## src/rtl/slink_pkg.sv

```systemverilog
`timescale 1ns/1ps
package slink_pkg;
  localparam int BYTE_BITS     = 8;
  localparam int DATA_PKT_LEN  = 11;
  localparam int ACK_PKT_LEN   = 2;
  // Absolute bit index (start = 0) at which the receive side decides the acknowledge.
  localparam int EARLY_ACK_BIT = 4;
  localparam int LAST_DATA_BIT = 9;
  localparam int STOP_BIT      = 10;

  // Time order: element 0 leaves first.
  function automatic logic [DATA_PKT_LEN-1:0] make_data_pkt(input logic [BYTE_BITS-1:0] b);
    return {1'b0, b, 2'b11};
  endfunction
endpackage

```

## src/rtl/slink_txq.sv

```systemverilog
`timescale 1ns/1ps
module slink_txq #(
  parameter int WORD_BYTES = 4
) (
  input  logic                    clk,
  input  logic                    rst,
  input  logic                    fetch_valid,
  input  logic [8*WORD_BYTES-1:0] fetch_data,
  output logic                    fetch_ready,
  output logic                    byte_valid,
  output logic [7:0]              byte_data,
  input  logic                    byte_take
);
  localparam int W  = 8 * WORD_BYTES;
  localparam int IW = (WORD_BYTES > 1) ? $clog2(WORD_BYTES) : 1;

  logic [W-1:0]  cur_q, nxt_q;
  logic          cur_v, nxt_v;
  logic [IW-1:0] idx;
  logic [7:0]    lane [WORD_BYTES];
  logic          take_last, cur_free;

  for (genvar g = 0; g < WORD_BYTES; g++) begin : g_lane
    assign lane[g] = cur_q[8*g +: 8];
  end

  assign take_last   = byte_take && (idx == IW'(WORD_BYTES-1));
  assign cur_free    = !cur_v || take_last;
  assign fetch_ready = !nxt_v;
  assign byte_valid  = cur_v;
  assign byte_data   = lane[idx];

  always_ff @(posedge clk) begin
    if (rst) begin
      cur_v <= 1'b0;
      nxt_v <= 1'b0;
      idx   <= '0;
      cur_q <= '0;
      nxt_q <= '0;
    end else begin
      if (byte_take) idx <= take_last ? '0 : idx + 1'b1;
      if (cur_free) begin
        cur_v <= nxt_v;
        if (nxt_v) cur_q <= nxt_q;
      end
      if (fetch_valid && !nxt_v) begin
        nxt_q <= fetch_data;
        nxt_v <= 1'b1;
      end else if (cur_free && nxt_v) begin
        nxt_v <= 1'b0;
      end
    end
  end

  assert_take_buffered_R7: assert property (@(posedge clk) disable iff (rst)
    byte_take |-> byte_valid);
endmodule

```

## src/rtl/slink_txser.sv

```systemverilog
`timescale 1ns/1ps
module slink_txser
  import slink_pkg::*;
#(
  parameter int BIT_CYCLES = 16
) (
  input  logic       clk,
  input  logic       rst,
  input  logic       byte_valid,
  input  logic [7:0] byte_data,
  output logic       byte_take,
  input  logic       ack_req,
  output logic       ack_go,
  input  logic       ack_rx,
  output logic       ser_out
);
  localparam int TW = (BIT_CYCLES > 1) ? $clog2(BIT_CYCLES) : 1;
  localparam logic [TW-1:0] TMAX = TW'(BIT_CYCLES - 1);

  logic [TW-1:0]           tmr;
  logic [3:0]              left;
  logic [DATA_PKT_LEN-1:0] sh;
  logic [DATA_PKT_LEN-1:0] pkt;
  logic                    busy, credit, boundary;

  assign boundary  = !busy || (tmr == '0 && left == '0);
  assign ack_go    = boundary && ack_req;
  assign byte_take = boundary && !ack_req && credit && byte_valid;
  assign pkt       = make_data_pkt(byte_data);

  always_ff @(posedge clk) begin
    if (rst) begin
      busy    <= 1'b0;
      ser_out <= 1'b0;
      sh      <= '0;
      left    <= '0;
      tmr     <= '0;
      credit  <= 1'b1;
    end else begin
      credit <= (credit && !byte_take) || ack_rx;
      if (boundary) begin
        if (ack_go) begin
          ser_out <= 1'b1;
          sh      <= '0;
          left    <= 4'(ACK_PKT_LEN - 1);
          tmr     <= TMAX;
          busy    <= 1'b1;
        end else if (byte_take) begin
          ser_out <= pkt[0];
          sh      <= {1'b0, pkt[DATA_PKT_LEN-1:1]};
          left    <= 4'(DATA_PKT_LEN - 1);
          tmr     <= TMAX;
          busy    <= 1'b1;
        end else begin
          ser_out <= 1'b0;
          busy    <= 1'b0;
        end
      end else if (tmr == '0) begin
        ser_out <= sh[0];
        sh      <= sh >> 1;
        left    <= left - 1'b1;
        tmr     <= TMAX;
      end else begin
        tmr <= tmr - 1'b1;
      end
    end
  end

  assert_ack_solicited_R4: assert property (@(posedge clk) disable iff (rst)
    ack_rx |-> !credit);
endmodule

```

## src/rtl/slink_rxdes.sv

```systemverilog
`timescale 1ns/1ps
module slink_rxdes
  import slink_pkg::*;
#(
  parameter int BIT_CYCLES = 16
) (
  input  logic       clk,
  input  logic       rst,
  input  logic       ser_in,
  output logic       ack_rx,
  output logic       byte_start,
  output logic       byte_done,
  output logic [7:0] rx_byte
);
  localparam int TW = (BIT_CYCLES > 1) ? $clog2(BIT_CYCLES) : 1;
  localparam logic [TW-1:0] TMAX  = TW'(BIT_CYCLES - 1);
  localparam logic [TW-1:0] THALF = TW'(BIT_CYCLES / 2 - 1);

  logic          rin, run;
  logic [TW-1:0] tmr;
  logic [3:0]    bidx;
  logic [7:0]    shb;

  always_ff @(posedge clk) begin
    if (rst) begin
      rin        <= 1'b0;
      run        <= 1'b0;
      tmr        <= '0;
      bidx       <= '0;
      shb        <= '0;
      rx_byte    <= '0;
      ack_rx     <= 1'b0;
      byte_start <= 1'b0;
      byte_done  <= 1'b0;
    end else begin
      rin        <= ser_in;
      ack_rx     <= 1'b0;
      byte_start <= 1'b0;
      byte_done  <= 1'b0;
      if (!run) begin
        if (rin) begin
          run  <= 1'b1;
          tmr  <= THALF;
          bidx <= '0;
        end
      end else if (tmr != '0) begin
        tmr <= tmr - 1'b1;
      end else begin
        tmr  <= TMAX;
        bidx <= bidx + 1'b1;
        if (bidx == 4'd1 && !rin) begin
          ack_rx <= 1'b1;
          run    <= 1'b0;
        end
        if (bidx >= 4'd2 && bidx <= 4'(LAST_DATA_BIT)) shb <= {rin, shb[7:1]};
        if (bidx == 4'(EARLY_ACK_BIT)) byte_start <= 1'b1;
        if (bidx == 4'(LAST_DATA_BIT)) begin
          byte_done <= 1'b1;
          rx_byte   <= {rin, shb[7:1]};
        end
        if (bidx == 4'(STOP_BIT)) run <= 1'b0;
      end
    end
  end
endmodule

```

## src/rtl/slink_rxq.sv

```systemverilog
`timescale 1ns/1ps
module slink_rxq #(
  parameter int WORD_BYTES = 4
) (
  input  logic                    clk,
  input  logic                    rst,
  input  logic                    byte_start,
  input  logic                    byte_done,
  input  logic [7:0]              rx_byte,
  input  logic                    ack_go,
  output logic                    ack_req,
  output logic                    wr_valid,
  input  logic                    wr_ready,
  output logic [8*WORD_BYTES-1:0] wr_data
);
  localparam int W   = 8 * WORD_BYTES;
  localparam int CAP = 2 * WORD_BYTES;
  localparam int AW  = $clog2(WORD_BYTES + 1);
  localparam int CW  = $clog2(CAP + 2);

  logic [W-1:0]  asm_word, spare;
  logic [AW-1:0] acnt, lane_sel;
  logic          sp_v, owe, pend;
  logic          drain, full_asm, move;
  logic [CW-1:0] occ;

  assign drain    = sp_v && wr_ready;
  assign full_asm = (acnt == AW'(WORD_BYTES));
  assign move     = full_asm && (!sp_v || drain);
  assign lane_sel = move ? '0 : acnt;
  assign occ      = CW'(acnt) + (sp_v ? CW'(WORD_BYTES) : '0) + CW'(pend);
  assign ack_req  = owe && (occ < CW'(CAP));
  assign wr_valid = sp_v;
  assign wr_data  = spare;

  always_ff @(posedge clk) begin
    if (rst) begin
      acnt  <= '0;
      sp_v  <= 1'b0;
      owe   <= 1'b0;
      pend  <= 1'b0;
      spare <= '0;
    end else begin
      owe  <= byte_start || (owe && !ack_go);
      pend <= byte_start || (pend && !byte_done);
      if (byte_done)  acnt <= lane_sel + 1'b1;
      else if (move)  acnt <= '0;
      if (move) begin
        spare <= asm_word;
        sp_v  <= 1'b1;
      end else if (drain) begin
        sp_v <= 1'b0;
      end
    end
  end

  always_ff @(posedge clk) begin
    for (int l = 0; l < WORD_BYTES; l++)
      if (byte_done && lane_sel == AW'(l)) asm_word[8*l +: 8] <= rx_byte;
  end

  assert_no_overflow_R9: assert property (@(posedge clk) disable iff (rst)
    byte_done |-> (!full_asm || move));
  assert_single_outstanding_R4: assert property (@(posedge clk) disable iff (rst)
    byte_start |-> (!owe && !pend));
  assert_word_held_R8: assert property (@(posedge clk) disable iff (rst)
    (wr_valid && !wr_ready) |=> (wr_valid && $stable(wr_data)));
endmodule

```

## src/rtl/slink_endpoint.sv

```systemverilog
`timescale 1ns/1ps
module slink_endpoint #(
  parameter int BIT_CYCLES = 16,
  parameter int WORD_BYTES = 4
) (
  input  logic                    clk,
  input  logic                    rst,
  output logic                    ser_out,
  input  logic                    ser_in,
  input  logic                    fetch_valid,
  output logic                    fetch_ready,
  input  logic [8*WORD_BYTES-1:0] fetch_data,
  output logic                    wr_valid,
  input  logic                    wr_ready,
  output logic [8*WORD_BYTES-1:0] wr_data
);
  logic       byte_valid, byte_take, ack_req, ack_go, ack_rx;
  logic       byte_start, byte_done;
  logic [7:0] byte_data, rx_byte;

  slink_txq #(.WORD_BYTES(WORD_BYTES)) u_txq (
    .clk(clk), .rst(rst),
    .fetch_valid(fetch_valid), .fetch_data(fetch_data), .fetch_ready(fetch_ready),
    .byte_valid(byte_valid), .byte_data(byte_data), .byte_take(byte_take)
  );

  slink_txser #(.BIT_CYCLES(BIT_CYCLES)) u_txser (
    .clk(clk), .rst(rst),
    .byte_valid(byte_valid), .byte_data(byte_data), .byte_take(byte_take),
    .ack_req(ack_req), .ack_go(ack_go), .ack_rx(ack_rx), .ser_out(ser_out)
  );

  slink_rxdes #(.BIT_CYCLES(BIT_CYCLES)) u_rxdes (
    .clk(clk), .rst(rst), .ser_in(ser_in),
    .ack_rx(ack_rx), .byte_start(byte_start), .byte_done(byte_done), .rx_byte(rx_byte)
  );

  slink_rxq #(.WORD_BYTES(WORD_BYTES)) u_rxq (
    .clk(clk), .rst(rst),
    .byte_start(byte_start), .byte_done(byte_done), .rx_byte(rx_byte),
    .ack_go(ack_go), .ack_req(ack_req),
    .wr_valid(wr_valid), .wr_ready(wr_ready), .wr_data(wr_data)
  );
endmodule

```

## config.mk

```make
export PLATFORM = sky130hd
export DESIGN_NAME = slink_endpoint
export DESIGN_NICKNAME = d
export VERILOG_FILES = /design/src/rtl/slink_pkg.sv /design/src/rtl/slink_txq.sv /design/src/rtl/slink_txser.sv /design/src/rtl/slink_rxdes.sv /design/src/rtl/slink_rxq.sv /design/src/rtl/slink_endpoint.sv
export SDC_FILE = /design/constraint.sdc
export NUM_CORES = 1
export LEC_CHECK = 0
export BUFFER_PORTS_ARGS = -buffer_cell sky130_fd_sc_hd__buf_2
export CORE_ASPECT_RATIO = 0.75
export CORE_MARGIN = 8
export CORE_UTILIZATION = 50
export DETAILED_ROUTE_END_ITERATION = 10
export PLACE_DENSITY = 0.77
export SLEW_MARGIN = 25
export SYNTH_ARGS = -nofsm -noshare
export SYNTH_HDL_FRONTEND = slang
export SYNTH_SLANG_ARGS = --single-unit
```

## constraint.sdc

```tcl
create_clock -name clk -period 2 [get_ports clk]
set_input_delay 0.1 -clock clk [delete_from_list [all_inputs] [get_ports clk]]
set_output_delay 0.1 -clock clk [all_outputs]
set_load 0.05 [all_outputs]
```

# Yosys cells after proc, flatten, opt, wreduce, memory -nomap -nowiden
# Cells that the tools add are included.
classes:
  bitwise: 3
  magnitude_cmp: 4
  n_reduce_logical: 49
  n_addsub: 8
  eq_ne: 11
  n_mux: 41
op_table:
  columns: ["cell", "count"]
  rows:
  - ["2-to-1 mux 4 bit", 14]
  - ["2-to-1 mux 11 bit", 4]
  - ["logical AND 1 bit", 20]
  - ["binary-select mux 8 bit (select 2 bit)", 1]
  - ["2-to-1 mux 1 bit", 16]
  - ["2-to-1 mux 8 bit", 2]
  - ["subtractor 4 x 1 -> 4 bit (second input constant)", 3]
  - ["logical NOT 1 bit", 9]
  - ["2-to-1 mux 3 bit", 3]
  - ["equality test 4 bit (second input constant)", 2]
  - ["logical NOT 4 bit", 2]
  - ["nonzero test 2 bit", 4]
  - ["equality test 3 x 2 -> 1 bit (second input constant)", 2]
  - ["logical OR 1 bit", 6]
  - ["AND reduction 2 bit", 3]
  - ["AND reduction 3 bit", 2]
  - ["adder 3 x 4 -> 4 bit", 1]
  - ["adder 4 x 1 -> 4 bit", 1]
  - ["adder 4 x 1 -> 4 bit (second input constant)", 1]
  - ["equality test 4 x 1 -> 1 bit (second input constant)", 1]
  - ["equality test 4 x 3 -> 1 bit (second input constant)", 1]
  - [">= comparator 4 x 2 -> 1 bit (second input constant)", 1]
  - ["less-or-equal comparator 4 bit (second input constant)", 1]
  - ["< comparator 4 bit (second input constant)", 1]
  - ["14 further kinds", 15]
word_totals:
  elab_cells: 145
  inputBits: 37
  regBits: 189

# Logic depth before layout (Yosys ltp)
# Gate-level depths: netlist (run 1).
logic_depth:
  word_depth: 14
  mapped_depth: 7
  mapped_depth_nobuf: 7

# Hierarchy
# A second synthesis (run 1) with hierarchy kept.
hier_totals:
  hier_cells: 770
  hier_area_um2: 7811.2
by_module_without_submodules:
  columns: ["module", "area_per_inst_um2", "instances", "cells_each"]
  rows:
  - ["slink_txq", 2942.8, 1, 306]
  - ["slink_rxq", 2544.9, 1, 222]
  - ["slink_rxdes", 1298.7, 1, 126]
  - ["slink_txser", 1024.7, 1, 116]

# Worst setup path before layout (run 1)
# OpenSTA, ideal clock, no wires.
synth_path:
  kind: "register -> register"
  startpoint: "reg u_rxq.sp_v, in the netlist u_rxq.wr_valid"
  endpoint: "reg u_txq.cur_q[10]"
  path_buffers: 1
  stages_incl_launch_ff: 7
  required_time_ns: 1.928
  t_arrival_ns: 2.084
  setup_slack_ns: -0.156
  path_cell_list: "dfxtp_1 ha_1 nand4_2 a211o_1 o32ai_4 buf_8 mux2i_1"
synth_between:
  elab_chain_cells: 12
synth_rtl:
  columns: ["item", "line_no", "rtl"]
  rows:
  - ["start: declaration", "slink_rxq.sv:23", "logic sp_v, owe, pend;"]
  - ["start signal: assignment", "slink_rxq.sv:39", "sp_v <= 1'b0;"]
  - ["start signal: assignment", "slink_rxq.sv:50", "sp_v <= 1'b1;"]
  - ["start signal: assignment", "slink_rxq.sv:52", "sp_v <= 1'b0;"]
  - ["2-to-1 mux 3 bit", "slink_rxq.sv:31", "assign occ = CW'(acnt) + (sp_v ? CW'(WORD_BYTES) : '0) + CW'(pend);"]
  - ["adder 3 x 4 -> 4 bit", "slink_rxq.sv:31", null]
  - ["adder 4 x 1 -> 4 bit", "slink_rxq.sv:31", null]
  - ["< comparator 4 bit", "slink_rxq.sv:32", "assign ack_req = owe && (occ < CW'(CAP));"]
  - ["logical AND 1 bit", "slink_rxq.sv:32", null]
  - ["logical NOT 1 bit", "slink_txser.sv:28", "assign byte_take = boundary && !ack_req && credit && byte_valid;"]
  - ["logical AND 1 bit (3 in a row)", "slink_txser.sv:28", null]
  - ["logical AND 1 bit", "slink_txq.sv:27", "assign take_last = byte_take && (idx == IW'(WORD_BYTES-1));"]
  - ["logical OR 1 bit", "slink_txq.sv:28", "assign cur_free = !cur_v || take_last;"]
  - ["AND reduction 2 bit (no source line)", null, null]
  - ["end signal: assignment", "slink_txq.sv:44", "if (nxt_v) cur_q <= nxt_q;"]
  - ["end: declaration", "slink_txq.sv:17", "logic [W-1:0] cur_q, nxt_q;"]
# No other way between the ends.
# A chain may end at the register's enable or synchronous reset.

# Final worst setup path (run 1)
layout_path:
  startpoint: "reg u_rxq.acnt[2]"
  endpoint: "reg u_txq.cur_q[19]"
layout_between:
  elab_chain_cells: 11
layout_rtl:
  columns: ["item", "line_no", "rtl"]
  rows:
  - ["start: declaration", "slink_rxq.sv:22", "logic [AW-1:0] acnt, lane_sel;"]
  - ["start signal: assignment", "slink_rxq.sv:46", "if (byte_done) acnt <= lane_sel + 1'b1;"]
  - ["adder 3 x 4 -> 4 bit", "slink_rxq.sv:31", null]
  - ["adder 4 x 1 -> 4 bit", "slink_rxq.sv:31", null]
  - ["< comparator 4 bit", "slink_rxq.sv:32", null]
  - ["logical AND 1 bit", "slink_rxq.sv:32", null]
  - ["logical NOT 1 bit", "slink_txser.sv:28", null]
  - ["logical AND 1 bit (3 in a row)", "slink_txser.sv:28", null]
  - ["logical AND 1 bit", "slink_txq.sv:27", null]
  - ["logical OR 1 bit", "slink_txq.sv:28", null]
  - ["AND reduction 2 bit (no source line)", null, null]
# No other way between the ends.

==> results of run 1 <==
-- state kept, by name (all words and copies together), names as in the netlist, 2 cells and up --
register,flops
u_rxdes.bidx,4
u_rxdes.rx_byte,8
u_rxdes.shb,7
u_rxdes.tmr,4
u_rxq.acnt,3
u_rxq.asm_word,32
u_rxq.wr_data,32
u_txq.cur_q,32
u_txq.idx,2
u_txq.nxt_q,32
u_txser.left,4
u_txser.sh,9
u_txser.tmr,4
-- worst max-delay path: stages, from the launching register on --
cell and delay [ns]:
dfxtp_2 0.35, ha_4 0.26, nand4_2 0.08, a211o_1 0.34, o32ai_4 0.29, buf_12 0.17, buf_12 0.15, mux2i_2 0.22
-- cells by family (layout without fill, tap and decap cells) --
group	Yosys count	in the layout	synth area share (%)
fa+ha+maj	16	16	2.664
flops	186	186	53.82
buf+inv	74	193	4.280
compound gates	136	136	11.29
simple gates	286	286	18.38
xor+xnor	4	4	0.4664
mux	58	58	9.092
-- report_power, final --
group          switching, W  internal [W]
Combinational      0.000465      0.000427
Clock               0.00150       0.00187
Sequential         0.000108       0.00393
Total               0.00207       0.00622
-- stage by stage --
stage	setup slack, ns	power (W)
after floorplan	0.01839	0.004653
after global placement	0.08573	0.004860
after detailed placement	-0.0009274	0.004885
after CTS	0.02063	0.008263
after global routing	-0.06350	0.008602
final	0.04441	0.008295
-- repair_timing --
item | 4_1_cts | 5_1_grt
gates cloned | 0 | 4
setup endpoints to repair | 12 | 44
resized for setup | 1 | 11
hold endpoints to repair | 34 | 0
hold buffers | 34 | 0
pin swaps | 1 | 5
setup buffers | 0 | 4
-- cell usage after synthesis, drive strengths merged --
cell type,instances
nand4bb,1
a2111o,1
nand2b,69
o311ai,1
a211oi,6
inv,26
xor2,2
clkbuf,37
and2,2
or3b,1
nor4,4
nand4,3
xnor2,2
a221oi,11
and4,1
and4bb,1
nor2,34
mux2i,48
a22oi,1
nor4b,1
nor2b,6
or3,1
dfxtp,154
nor3b,3
a31oi,2
a311oi,1
a211o,2
a21oi,85
buf,11
nor3,9
o21ba,1
o221ai,1
nand3,3
nand2,143
o21bai,1
and3,4
a22o,1
o21ai,12
o32ai,2
edfxtp,32
a21o,1
mux4,8
mux2,2
ha,16
o31ai,7
-- final timing paths --
check	startpoint	end	depth (start not counted)
min	rst	u_txq.nxt_q[14]	2
min reg2reg	u_rxdes.ack_rx	u_txser.credit	1
max	u_rxq.acnt[2]	u_txq.cur_q[19]	7
max reg2reg	u_rxq.acnt[2]	u_txq.cur_q[19]	7
-- cell type report --
type / count / share of cell area [%]
multi-input combinational: 500 / 34.58
sequential: 186 / 43.96
clock buffer: 17 / 4.618
tap: 200 / 2.717
clock inverter: 15 / 1.766
timing repair buffer: 135 / 11.30
inverter: 26 / 1.059
-- layer usage --
layer	vias to the layer above	routed length [µm]	track usage, %
met3	25	1032	4.352
met1	2671	8033	24.01
li1	2809	-	-
met2	143	7449	25.57
met5	-	0	0
met4	0	254	6.287
==> results by group, run 1 <==
Timing
  • Tcrit/Tclk final: 97.78%
  • Fmax: 511.4 MHz
  • Slew Limit Fails: 0
  • Total Neg Setup Slack: 0 ns
  • Final number of setup-violating endpoints: 0
  • Actual slew at the worst max-slew pin: 0.6147 ns
  • RSZ-0062 raised after global routing: true
  • Max-slew headroom at the worst pin: 59.02%
  • WHS: 0.1768 ns
  • Final Hold Violating Endpoints: 0
  • Final period demand of the worst path: 1.956 ns
  • Skew final: 0.01017 ns

Placed design
  • Port bufs: 71
  • HPWL after DPL: 10.43 mm
  • DP Area: 0.008134 mm²
  • Placed Instances: 1,005
  • Gpl congestion: 0.7873

CTS
  • TritonCTS clock tree: built
  • Clock slew seen by the registers of the worst setup and hold paths: 0.07 ns
  • H-tree Lvls: 4
  • Clock Latency Late Sink: 0.44 ns
  • Cts bufs inserted: 17
  • Clk root buf: clkbuf_16
  • CTS sink cnt: 186
  • Clock Path Buffers: 2

Setup path
  • Critical path capture point type: flip-flop
  • CP startpoint kind: flip-flop
  • Worst EP arrival: 2.31 ns
  • Critical Path Fanout Max: 8
  • Register-to-register setup slack: 0.04 ns
  • Critical setup path kind: reg2reg
  • Req. time, crit path: 2.35 ns

Floorplan
  • Die Area: 0.01925 mm²
  • Placement Rows: 38
  • Core ar.: 0.01460 mm²
  • Boundary pin count: 72
  • Starting Density: 51.47%
  • Die height: 122.2 µm
  • Die width: 157.6 µm

Cells and area
  • Commonest non-fill, non-tap cell in the layout: dfxtp_1
  • Layout Cells excl Fill: 1,079
  • Area of the multi-input gates: 0.003186 mm²
  • Layout net count: 919
  • Layout Utilization: 63.11%
  • Cell area after layout: 0.009211 mm²
  • Synth-to-layout area growth: 22.60%
  • Seq. cell area: 0.004049 mm²
  • # fillers: 1,143
  • Diodes inserted: 0
  • Commonest cells after routing, fill and taps aside: dfxtp_1 (152), nand2_1 (143), a21oi_1 (85), buf_2 (70), nand2b_1 (69)
  • Share of cells above drive strength 1: 18.77%

Yosys
  • Sequential-to-total area share from yosys stat: 53.82%
  • Post-synth top area share: 41.03%
  • Synth cell types: 55
  • Area contributors post-synth: dfxtp_1 (41%), edfxtp_1 (13%), nand2_1 (7.1%)
  • Post-synthesis cell area: 0.007513 mm²
  • Synth area leader: dfxtp_1
  • Synth Instances: 760
  • Synthesized flop and latch total: 186
  • Synth warn: 0
  • Average size of a mapped cell: 9.886 µm²
  • Syn nets: 813

GRT
  • Initial antenna violation count: 0
  • Total congestion overflow: 0
  • Largest net degree at the start of global routing: 72
  • Vias in the first global route: 5,257
  • Overall routing resource usage: 17.25%
  • First-pass GRT wire length: 26.44 mm

Detailed routing
  • Via count: 5,648
  • Final ANT Viol Nets: 0
  • Drt initial violations: 339
  • DR WL/cell: 15.54 µm
  • 1st-pass router iterations: 5
  • DRC: 0
  • Routed WL: 16.77 mm
  • DR vias/cell: 5.234

Power
  • PD cells: 900.5 mW/mm²
  • Worst vdd ir: 616.5 µV
  • Static Leak: 3.419 nW

Worst hold path
  • Hold Path Class: in2reg

Flow run
  • Max-cap violation count: 0

Outcome
  • Run status: finished, final reports clean
(Power assumes the default switching activity.)
==> run 2, diff against run 1 <==
--- a/config.mk
+++ b/config.mk
@@ -5,7 +5,7 @@
 export SDC_FILE = /design/constraint.sdc
 export NUM_CORES = 1
 export LEC_CHECK = 0
-export BUFFER_PORTS_ARGS = -buffer_cell sky130_fd_sc_hd__buf_2
+export BUFFER_PORTS_ARGS = -buffer_cell sky130_fd_sc_hd__buf_4
 export CORE_ASPECT_RATIO = 0.75
 export CORE_MARGIN = 8
 export CORE_UTILIZATION = 50
==> run 2 against run 1 <==
Setup slack worse by 0.0052 ns. Highest routed layer unchanged. Sequential power about the same. Critical endpoint is now u_txq.cur_q[8]. Count of clock-buffer cells in the layout up 2. Maximum frequency down 0.26%. Global-route usage up 0.14 points. Critical path type unchanged. Largest power group unchanged. Clock skew up 0.0068 ns.
==> results by group, run 2 (same netlist as run 1, synthesis figures left out) <==
Timing
  • Skew final: 0.01697 ns (+0.006806 ns)
  • Max-slew headroom at the worst pin: 60.84% (+1.8 points)
  • RSZ-0062 raised after global routing: true
  • Actual slew at the worst max-slew pin: 0.5874 ns (-0.02733 ns)
  • Fmax: 510.0 MHz (-0.26%)
  • Final Hold Violating Endpoints: 0 (unchanged)
  • Slew Limit Fails: 0 (unchanged)
  • Final number of setup-violating endpoints: 0 (unchanged)
  • Total Neg Setup Slack: 0 ns (unchanged)
  • Final period demand of the worst path: 1.961 ns (+0.005186 ns)
  • WHS: 0.1593 ns (-0.01744 ns)
  • Tcrit/Tclk final: 98.04% (+0.26 points)

Cells and area
  • Commonest non-fill, non-tap cell in the layout: dfxtp_1
  • Commonest cells after routing, fill and taps aside: dfxtp_1 (152), nand2_1 (143), buf_4 (92), a21oi_1 (84), nand2b_1 (69)
  • # fillers: 1,093 (-4.4%)
  • Area of the multi-input gates: 0.003198 mm² (+0.39%)
  • Synth-to-layout area growth: 24.15%
  • Layout net count: 918 (-0.11%)
  • Seq. cell area: 0.004049 mm² (unchanged)
  • Share of cells above drive strength 1: 18.45% (-0.32 points)
  • Diodes inserted: 0 (unchanged)

CTS
  • H-tree Lvls: 4 (unchanged)
  • CTS sink cnt: 186 (unchanged)
  • Clock Path Buffers: 2 (unchanged)
  • Clock Latency Late Sink: 0.43 ns (about the same)
  • Cts bufs inserted: 17 (unchanged)
  • Clk root buf: clkbuf_16
  • TritonCTS clock tree: built
  • Clock slew seen by the registers of the worst setup and hold paths: 0.07 ns (about the same)

Setup path
  • CP top delay family: compound AO/OA/AOI/OAI gates
  • Critical Path Fanout Max: 8 (unchanged)
  • Worst EP arrival: 2.32 ns (about the same)
  • Register-to-register setup slack: 0.04 ns (about the same)
  • CP endpoint: u_txq.cur_q[8]
  • Critical Path, Cell by Cell: ha_4 > nand4_4 > a211o_1 > o32ai_4 > buf_6 > clkbuf_16 > mux2i_1
  • Worst r2r path cells: 7 (unchanged)
  • Crit-path max cell delay: 0.36 ns (about the same)
  • Critical setup path kind: reg2reg
  • Worst Setup SP: u_rxq.wr_valid
  • Crit-path slowest cell: dfxtp_4
  • Req. time, crit path: 2.36 ns (about the same)
  • RR Startpoint: u_rxq.wr_valid
  • Critical path depth: 7 (unchanged)
  • Critical path capture point type: flip-flop
  • CP bufs+invs: 2 (unchanged)
  • CP startpoint kind: flip-flop
  • Worst R2R End: u_txq.cur_q[8]

GRT
  • Overall routing resource usage: 17.40% (+0.14 points)
  • Largest net degree at the start of global routing: 64 (-11%)
  • Initial antenna violation count: 0 (unchanged)
  • First-pass GRT wire length: 26.69 mm (+0.94%)
  • Total congestion overflow: 0 (unchanged)
  • Vias in the first global route: 5,201 (-1.1%)

Detailed routing
  • DRC: 0 (unchanged)
  • DR vias/cell: 5.224 (-0.19%)
  • Drt initial violations: 316 (-6.8%)
  • Routed WL: 16.40 mm (-2.2%)
  • DR WL/cell: 15.21 µm (-2.1%)
  • Via count: 5,632 (-0.28%)
  • Final ANT Viol Nets: 0 (unchanged)
  • 1st-pass router iterations: 5 (unchanged)

Floorplan
  • Core ar.: 0.01460 mm² (unchanged)
  • Starting Density: 51.47% (unchanged)
  • Die Area: 0.01925 mm² (unchanged)
  • Boundary pin count: 72 (unchanged)
  • Placement Rows: 38 (unchanged)
  • Die width: 157.6 µm (unchanged)
  • Die height: 122.2 µm (unchanged)

Power
  • Static Leak: 3.417 nW (about the same)
  • Worst vdd ir: 582.6 µV (-5.5%)
  • PD cells: 871.3 mW/mm² (-3.2%)

Placed design
  • Gpl congestion: 0.8169 (+3.8%)
  • Port bufs: 71 (unchanged)
  • HPWL after DPL: 10.35 mm (-0.77%)

Worst hold path
  • Hold Path Class: in2reg
  • Hold Path Depth: 2 (unchanged)

Flow run
  • Max-cap violation count: 0 (unchanged)

Outcome
  • Run status: finished, final reports clean
run 2: changes by cell type in the layout (fill, tap and decap cells not counted), moves of 2 or more:
cell       change
clkinv_2       -3
bufinv_16      -2
buf_4         +71
buf_12         -3
inv_8          +3
clkbuf_1       +2
inv_6          -2
buf_2         -69
run 2: how the worst min path moves through the flow:
| stage | startpoint | to | slack, ns |
|---|---|---|---|
| 3_5_place_dp | ser_in | u_rxdes.rin | 0.32 |
| 4_1_cts | rst | u_rxdes.tmr[2] | 0.14 |
| 5_1_grt | rst | u_rxdes.rx_byte[7] | 0.18 |
| 6_report | rst | u_txq.nxt_q[19] | 0.16 |
| 3_3_place_gp | ser_in | u_rxdes.rin | 0.32 |
| 2_1_floorplan | ser_in | u_rxdes.rin | 0.23 |
run 2: layout make-up:
class	count	area share [%]
sequential	186	43.41
multi-input combinational	500	34.29
timing repair buffer	134	12.56
clock buffer	19	4.641
tap	200	2.683
clock inverter	13	1.382
inverter	26	1.046
run 2: report_power, final:
| group | internal [W] | total, W | switching (W) |
|---|---|---|---|
| Combinational | 0.000432 | 0.000890 | 0.000458 |
| Clock | 0.00165 | 0.00321 | 0.00155 |
| Sequential | 0.00393 | 0.00403 | 0.000105 |
run 2: repair_timing:
action | 4_1_cts | 5_1_grt
resized for setup | 1 | 13
hold endpoints to repair | 34 | 0
setup endpoints to repair | 1 | 56
setup buffers | 1 | 0
pin swaps | 1 | 5
cloned | 1 | 2
hold buffers | 34 | 0
run 2: metrics by stage:
stage	total power, W	worst slack (ns)	util [%]	cells	instance area [µm²]
after CTS	0.008134	0.02084	63.33	1076	9244
after floorplan	0.004653	0.01839	-	760	7517
after global routing	0.008455	-0.04929	63.90	1078	9328
final	0.008128	0.03923	63.90	1078	9328
after detailed placement	0.004889	0.04476	56.91	1008	8307
after global placement	0.004869	0.1002	56.91	1008	8307
run 2: per-layer routing:
layer / global-route usage, % / vias up / share of wire [%]
met4: 5.160 / 0 / 0.93
met2: 25.08 / 114 / 44
met3: 4.423 / 11 / 5.0
met5: 0 / - / 0
met1: 25.19 / 2698 / 50
li1: - / 2809 / -
